<file path="src/rtl/dacw_pkg.sv">
package dacw_pkg;
  localparam int BYTE_W  = 8;
  localparam int FRAME_W = 2 * BYTE_W;
  localparam logic [BYTE_W-1:0] CH_KEEP   = 8'hC0;
  localparam logic [BYTE_W-1:0] MODE_FIX  = 8'h30;

  typedef logic [FRAME_W-1:0] frame_t;

  typedef enum logic [1:0] {S_IDLE, S_SHIFT, S_GAP} shift_st_t;

  typedef enum logic [3:0] {
    W_IDLE, W_CNT_REQ, W_CNT_TAKE, W_LO_REQ, W_LO_TAKE,
    W_HI_REQ, W_HI_TAKE, W_CH_REQ, W_CH_TAKE, W_WAIT
  } walk_st_t;

  // channel bits, fixed mode bits, high nibble of value; then low byte
  function automatic frame_t pack_frame(logic [BYTE_W-1:0] ch,
                                        logic [BYTE_W-1:0] hi,
                                        logic [BYTE_W-1:0] lo);
    logic [BYTE_W-1:0] top;
    top = (ch & CH_KEEP) | MODE_FIX | {4'h0, hi[3:0]};
    return {top, lo};
  endfunction
endpackage

</file>
<file path="src/rtl/dacw_pktbuf.sv">
module dacw_pktbuf #(
  parameter int ADDR_W = 6,
  parameter int DATA_W = 8
) (
  input  logic              clk,
  input  logic              we,
  input  logic [ADDR_W-1:0] waddr,
  input  logic [DATA_W-1:0] wdata,
  input  logic [ADDR_W-1:0] raddr,
  output logic [DATA_W-1:0] rdata
);
  localparam int DEPTH = 1 << ADDR_W;

  logic [DATA_W-1:0] mem [DEPTH];

  always_ff @(posedge clk) begin
    if (we) mem[waddr] <= wdata;
    rdata <= mem[raddr];
  end
endmodule

</file>
<file path="src/rtl/dacw_shifter.sv">
module dacw_shifter
  import dacw_pkg::*;
#(
  parameter int HALF = 2
) (
  input  logic   clk,
  input  logic   rst,
  input  logic   load,
  input  frame_t frame,
  output logic   done,
  output logic   cs_n,
  output logic   sclk,
  output logic   sdo
);
  localparam int CW    = $clog2(2 * HALF) + 1;
  localparam int BITW  = $clog2(FRAME_W);
  localparam logic [CW-1:0]   HALF_END = CW'(HALF - 1);
  localparam logic [CW-1:0]   GAP_END  = CW'(2 * HALF - 1);
  localparam logic [BITW-1:0] LAST_BIT = BITW'(FRAME_W - 1);

  shift_st_t       st;
  logic [CW-1:0]   cnt;
  logic [BITW-1:0] bitn;
  frame_t          sreg;

  assign done = (st == S_GAP) && (cnt == GAP_END);

  always_ff @(posedge clk) begin
    if (rst) begin
      st   <= S_IDLE;
      cnt  <= '0;
      bitn <= '0;
      sreg <= '0;
      cs_n <= 1'b1;
      sclk <= 1'b0;
      sdo  <= 1'b0;
    end else begin
      case (st)
        S_IDLE: begin
          if (load) begin
            sreg <= frame;
            sdo  <= frame[FRAME_W-1];
            cs_n <= 1'b0;
            cnt  <= '0;
            bitn <= '0;
            st   <= S_SHIFT;
          end
        end
        S_SHIFT: begin
          if (cnt == HALF_END) begin
            cnt <= '0;
            if (!sclk) begin
              sclk <= 1'b1;
            end else begin
              sclk <= 1'b0;
              if (bitn == LAST_BIT) begin
                cs_n <= 1'b1;
                st   <= S_GAP;
              end else begin
                bitn <= bitn + 1'b1;
                sreg <= {sreg[FRAME_W-2:0], 1'b0};
                sdo  <= sreg[FRAME_W-2];
              end
            end
          end else begin
            cnt <= cnt + 1'b1;
          end
        end
        S_GAP: begin
          if (cnt == GAP_END) begin
            cnt <= '0;
            st  <= S_IDLE;
          end else begin
            cnt <= cnt + 1'b1;
          end
        end
        default: st <= S_IDLE;
      endcase
    end
  end
endmodule

</file>
<file path="src/rtl/dacw_walker.sv">
module dacw_walker
  import dacw_pkg::*;
#(
  parameter int ADDR_W = 6
) (
  input  logic              clk,
  input  logic              rst,
  input  logic              start,
  input  logic [BYTE_W-1:0] rd_q,
  input  logic              frame_done,
  output logic [ADDR_W-1:0] rd_addr,
  output logic              load,
  output frame_t            frame,
  output logic              busy
);
  walk_st_t          st;
  logic [BYTE_W-1:0] left;
  logic [BYTE_W-1:0] lo_q;
  logic [BYTE_W-1:0] hi_q;

  assign busy = (st != W_IDLE);

  always_ff @(posedge clk) begin
    if (rst) begin
      st      <= W_IDLE;
      rd_addr <= '0;
      left    <= '0;
      lo_q    <= '0;
      hi_q    <= '0;
      frame   <= '0;
      load    <= 1'b0;
    end else begin
      load <= 1'b0;
      case (st)
        W_IDLE: if (start) begin
          rd_addr <= '0;
          st      <= W_CNT_REQ;
        end
        W_CNT_REQ: st <= W_CNT_TAKE;
        W_CNT_TAKE: begin
          left    <= rd_q;
          rd_addr <= rd_addr + 1'b1;
          st      <= (rd_q == '0) ? W_IDLE : W_LO_REQ;
        end
        W_LO_REQ: st <= W_LO_TAKE;
        W_LO_TAKE: begin
          lo_q    <= rd_q;
          rd_addr <= rd_addr + 1'b1;
          st      <= W_HI_REQ;
        end
        W_HI_REQ: st <= W_HI_TAKE;
        W_HI_TAKE: begin
          hi_q    <= rd_q;
          rd_addr <= rd_addr + 1'b1;
          st      <= W_CH_REQ;
        end
        W_CH_REQ: st <= W_CH_TAKE;
        W_CH_TAKE: begin
          frame   <= pack_frame(rd_q, hi_q, lo_q);
          rd_addr <= rd_addr + 1'b1;
          load    <= 1'b1;
          st      <= W_WAIT;
        end
        W_WAIT: if (frame_done) begin
          if (left == 8'd1) begin
            st <= W_IDLE;
          end else begin
            left <= left - 1'b1;
            st   <= W_LO_REQ;
          end
        end
        default: st <= W_IDLE;
      endcase
    end
  end
endmodule

</file>
<file path="src/rtl/dacw_top.sv">
module dacw_top
  import dacw_pkg::*;
#(
  parameter int ADDR_W = 6,
  parameter int HALF   = 2
) (
  input  logic              clk,
  input  logic              rst,
  input  logic              wr_en,
  input  logic [ADDR_W-1:0] wr_addr,
  input  logic [7:0]        wr_data,
  input  logic              start,
  output logic              busy,
  output logic              dac_cs_n,
  output logic              dac_sclk,
  output logic              dac_sdo
);
  logic [ADDR_W-1:0] rd_addr;
  logic [BYTE_W-1:0] rd_q;
  logic              load;
  logic              frame_done;
  frame_t            frame;
  logic              wr_ok;

  assign wr_ok = wr_en & ~busy;

  dacw_pktbuf #(.ADDR_W(ADDR_W), .DATA_W(BYTE_W)) buf_i (
    .clk(clk), .we(wr_ok), .waddr(wr_addr), .wdata(wr_data),
    .raddr(rd_addr), .rdata(rd_q)
  );

  dacw_walker #(.ADDR_W(ADDR_W)) walk_i (
    .clk(clk), .rst(rst), .start(start), .rd_q(rd_q),
    .frame_done(frame_done), .rd_addr(rd_addr), .load(load),
    .frame(frame), .busy(busy)
  );

  dacw_shifter #(.HALF(HALF)) shift_i (
    .clk(clk), .rst(rst), .load(load), .frame(frame),
    .done(frame_done), .cs_n(dac_cs_n), .sclk(dac_sclk), .sdo(dac_sdo)
  );
endmodule

</file>
<file path="config.mk">
export PLATFORM = sky130hd
export DESIGN_NAME = dacw_top
export DESIGN_NICKNAME = d
export VERILOG_FILES = /design/src/rtl/dacw_pkg.sv /design/src/rtl/dacw_pktbuf.sv /design/src/rtl/dacw_shifter.sv /design/src/rtl/dacw_walker.sv /design/src/rtl/dacw_top.sv
export SDC_FILE = /design/constraint.sdc
export NUM_CORES = 1
export LEC_CHECK = 0
export BUFFER_PORTS_ARGS = -buffer_cell sky130_fd_sc_hd__buf_2
export CAP_MARGIN = 20
export CORE_AREA = 4 4 209 211
export DETAILED_ROUTE_END_ITERATION = 16
export DIE_AREA = 0 0 213 215
export PLACE_DENSITY = 0.82
export SYNTH_ARGS = -nofsm -noshare
export SYNTH_HDL_FRONTEND = slang
export SYNTH_SLANG_ARGS = --single-unit
export TNS_END_PERCENT = 50
</file>
<file path="constraint.sdc">
create_clock -name clk -period 2.5 [get_ports clk]
set_clock_uncertainty 0.2 [all_clocks]
set_input_delay 0.25 -clock clk [delete_from_list [all_inputs] [get_ports clk]]
set_output_delay 0.25 -clock clk [all_outputs]
set_load 0.005 [all_outputs]
</file>
==> metrics.md <==
| Metric | Value |
|---|---|
| Outcome | complete, but fails checks |
| Failing checks | setup timing |
| #FFs+latches synth | between 500 and 600 |
| Detail Route met2 WL | 27760 um |
| DRC | 0 |
| CP Data Required Time | 2.81 ns |
| Gr ovfl total | 0 |
| Synthesized area | 23700 um^2 |
| Rel. slew slack | 0.3018 |
| Worst-path clk slew | 0.07 ns |
| CP Launch Type | register |
| # nets final | between 1500 and 2000 |
| Worst-path maximum fanout | 11 |
| Critical Path Max Stage Delay | 0.55 ns |
| Cells after synthesis | 1381 |
| MaxCap Viol Count | 0 |
| Power per standard cell area | 768.9 nW/um^2 |
| DRT Pass-1 Iters | 6 |
| Synth-to-layout area growth | 16.43% |
| Fmax | 398.5 MHz |
| Post-route minimum period | 2.509 ns |
| Core ar. | about 42000 um^2 |
| Synth area leaders | edfxtp_1, mux4_2, dfxtp_1 |
| Routed len/inst | between 20 and 30 um |
| Crit path max-delay family | multiplexers |
| Post-place instance area | 25290 um^2 |
| Hold Vio Cnt, Final | 0 |
| Ys async rst share | 0 |
| Synth area leader | edfxtp_1 |
| Port Buffers | 21 |
| Total GRT Usage | 0.2477 |
| Clock Latency Late Sink | slightly above 0.6 ns |
| Vias in the first global route | ~14000 |
| Die area | 45800 um^2 |
| Critical Path Sink | buf_i.rdata[4] |
| Yosys Warn Count | 0 |
| Worst slew pin tran | 1.044 ns |
| Ys flop type | edfxtp_1 |
| H-tree levels | 2 |
| CTS tree | yes |
| Diodes inserted | 0 |
| Pleak | 8.859 nW |
| Drt via density | 6.418 |
| Buffers and inverters on the worst path | 1 |
| Maximum vdd drop | approximately 0.94 mV |
| Die X-Extent | about 210 um |
| Final wirelength | 57350 um |
| Post-DP HPWL | 35040 um |
| Crit-path slowest cell | mux4_1 |
| Pre-CTS WS | -0.07384 ns |
| Post-route core utilization | 0.6607 |
| Worst setup EP type | register |
| Met3 Routed Length | 5868 um |
| Vias | 13740 |
| Final-report max-slew violation count | 0 |
| Largest net degree at the start of global routing | 65 |
| M1 wire length | around 21000 um |
| Sink Count | a little under 600 |
| Initial antenna violation count | 1 |
| Global-route wire length before repair | 85330 um |
| Netlist cell types | 65 |
| Reg2reg start | walk_i.rd_addr[0] |
| Num rows | 75 |
| FF-to-FF End | buf_i.rdata[4] |
| Syn Nets | 1412 |
| Clock root buffer | clkbuf_16 |
| # fillers | around 2600 |
| Crit path depth | 6 |
| FF-to-FF path depth | 6 |
| Share of cells above drive strength 1 | 0.2486 |
| CTS max path bufs | 3 |
| Register area share after synthesis | 0.7173 |
| Routed Antenna Nets | 0 |
| Crit path kind | reg2reg |
| Critical path cell sequence | buf_6, mux4_1, mux2_2, a221oi_2, a21oi_1, and3_1 |
| Crit path DAT | 2.81 ns |
| RSZ-0062 raised after global routing | yes |
| DR iter-0 viols | approximately 1900 |
| Post-synth EDFFs | 512 |
| Critical Path Source | walk_i.rd_addr[0] |
| Yosys top cell area share | 0.6488 |
| Die Y | around 220 um |
| IO Pins | 22 |
| Design area | 27590 um^2 |
| Placer Congestion | 0.9755 |
| Worst hold path class | in2reg |
| Uppermost routed layer | met5 |
| Synth Area per Inst | 17.16 um^2 |
| CTS Buf Count | 55 |
| FF-to-FF setup slack | -0.009 ns |
| Tcrit/Tclk final | 1.004 |
| Initial Util | 0.5675 |
| Setup violations, final | 1 |
| Worst setup margin | -0.009105 ns |
[worst reg2reg max path, stage by stage (launching register included)]
cell	delay, ns
dfxtp_4	0.48
buf_6	0.22
mux4_1	0.56
mux2_2	0.30
a221oi_2	0.32
a21oi_1	0.12
and3_1	0.21
[routing by layer]
metal / vias up / global-route usage
met5: - / 0
met4: 2 / 0.1001
met3: 170 / 0.05950
met2: 817 / 0.3904
met1: 6902 / 0.3368
li1: 5844 / -
[through the flow]
stage	setup TNS [ns]	power, mW	hold slack [ns]	cells
after global placement	0	12.25	0.2422	2013
after CTS	-0.01124	21.16	0.01133	2123
final	-0.009105	21.21	0.002972	2140
after floorplan	0	11.86	0.1489	1381
after detailed placement	-0.09979	12.30	0.2476	2013
after global routing	-0.1942	21.83	0.02267	2140
[Yosys cell counts, drive strengths merged (6+ instances only)]
cell type	number
mux2	6
ha	13
dfxtp	81
inv	11
a31oi	6
a211oi	38
a221oi	12
mux4	100
nand3b	11
o21ai	30
nor2b	10
mux2i	92
a21oi	51
a22oi	13
nand3	12
xor2	7
o22ai	19
nor2	121
buf	54
nand2	77
clkbuf	29
edfxtp	512
[how the worst min path moves through the flow]
stage | startpoint | end | slack (ns) | cells past startpoint
2_1_floorplan | wr_data[0] | buf_i.mem[0][0] | 0.15 | 0
3_3_place_gp | walk_i.frame[13] | walk_i.frame[13] | 0.24 | 2
3_5_place_dp | walk_i.frame[10] | walk_i.frame[10] | 0.25 | 2
4_1_cts | wr_data[5] | buf_i.mem[49][5] | 0.01 | 1
5_1_grt | wr_data[6] | buf_i.mem[8][6] | 0.02 | 1
6_report | wr_data[6] | buf_i.mem[10][6] | 0.003 | 1
[sequential cells by signal, summed over array words and instances (netlist names)]
name / cells
walk_i.rd_addr: 6
shift_i.sreg: 15
walk_i.lo_q: 8
walk_i.left: 8
buf_i.mem: 512
shift_i.sclk: 1
shift_i.cnt: 3
shift_i.st: 2
buf_i.rdata: 8
walk_i.st: 4
walk_i.load: 1
shift_i.bitn: 4
shift_i.sdo: 1
walk_i.frame: 15
walk_i.hi_q: 4
shift_i.cs_n: 1
[power breakdown]
group	internal [mW]	total (mW)	switching [mW]
clock	5.31	9.00	3.69
combinational	0.554	1.30	0.748
sequential	10.8	10.9	0.0806
total	16.7	21.2	4.52
[layout by cell type (no fill, tap or decap), drive strengths merged, types with 5 or more instances in the layout]
cell type,count
mux2,6
xor2,7
clkinv,22
o21ai,30
mux2i,92
nor2,121
and3,5
nand3b,11
and2,5
a21oi,51
clkinvlp,6
clkbuf,66
nand2b,5
nor2b,10
dfxtp,81
nor3,5
inv,13
a221oi,12
buf,190
nand3,12
ha,13
nand2,77
a31oi,6
edfxtp,512
a22oi,13
a211oi,38
bufinv,11
dlygate4sd3,6
mux4,100
o22ai,19
[cells by family (layout without fill, tap and decap cells)]
family / Yosys count / count (layout) / share of synthesized area
DFF: 593 / 593 / 0.7173
and+or+nand+nor: 275 / 275 / 0.05317
AOI/OAI and AO/OA: 200 / 200 / 0.05629
muxes: 198 / 198 / 0.1393
buffers and inverters: 94 / 314 / 0.02418
adders and majority gates: 13 / 13 / 0.006864
xor gates and xnor gates: 8 / 8 / 0.002957
[area by class of cell]
cell class	count	area, um^2	share of cell area
flip-flops and latches	593	17010	0.6165
inverters	11	41.29	0.001497
clock buffers	63	1448	0.05247
well taps	539	674.4	0.02444
clock inverters	41	506.7	0.01837
repair buffers	199	1717	0.06222
multi-input cells	694	6195	0.2245
[what timing repair did]
action	4_1_cts	5_1_grt
gates resized for setup	3	14
setup buffers	0	12
hold buffers	6	0
cloned	0	4
hold endpoints to repair	151	0
setup endpoints to repair	3	29
Power figures use the tool's default switching activity.
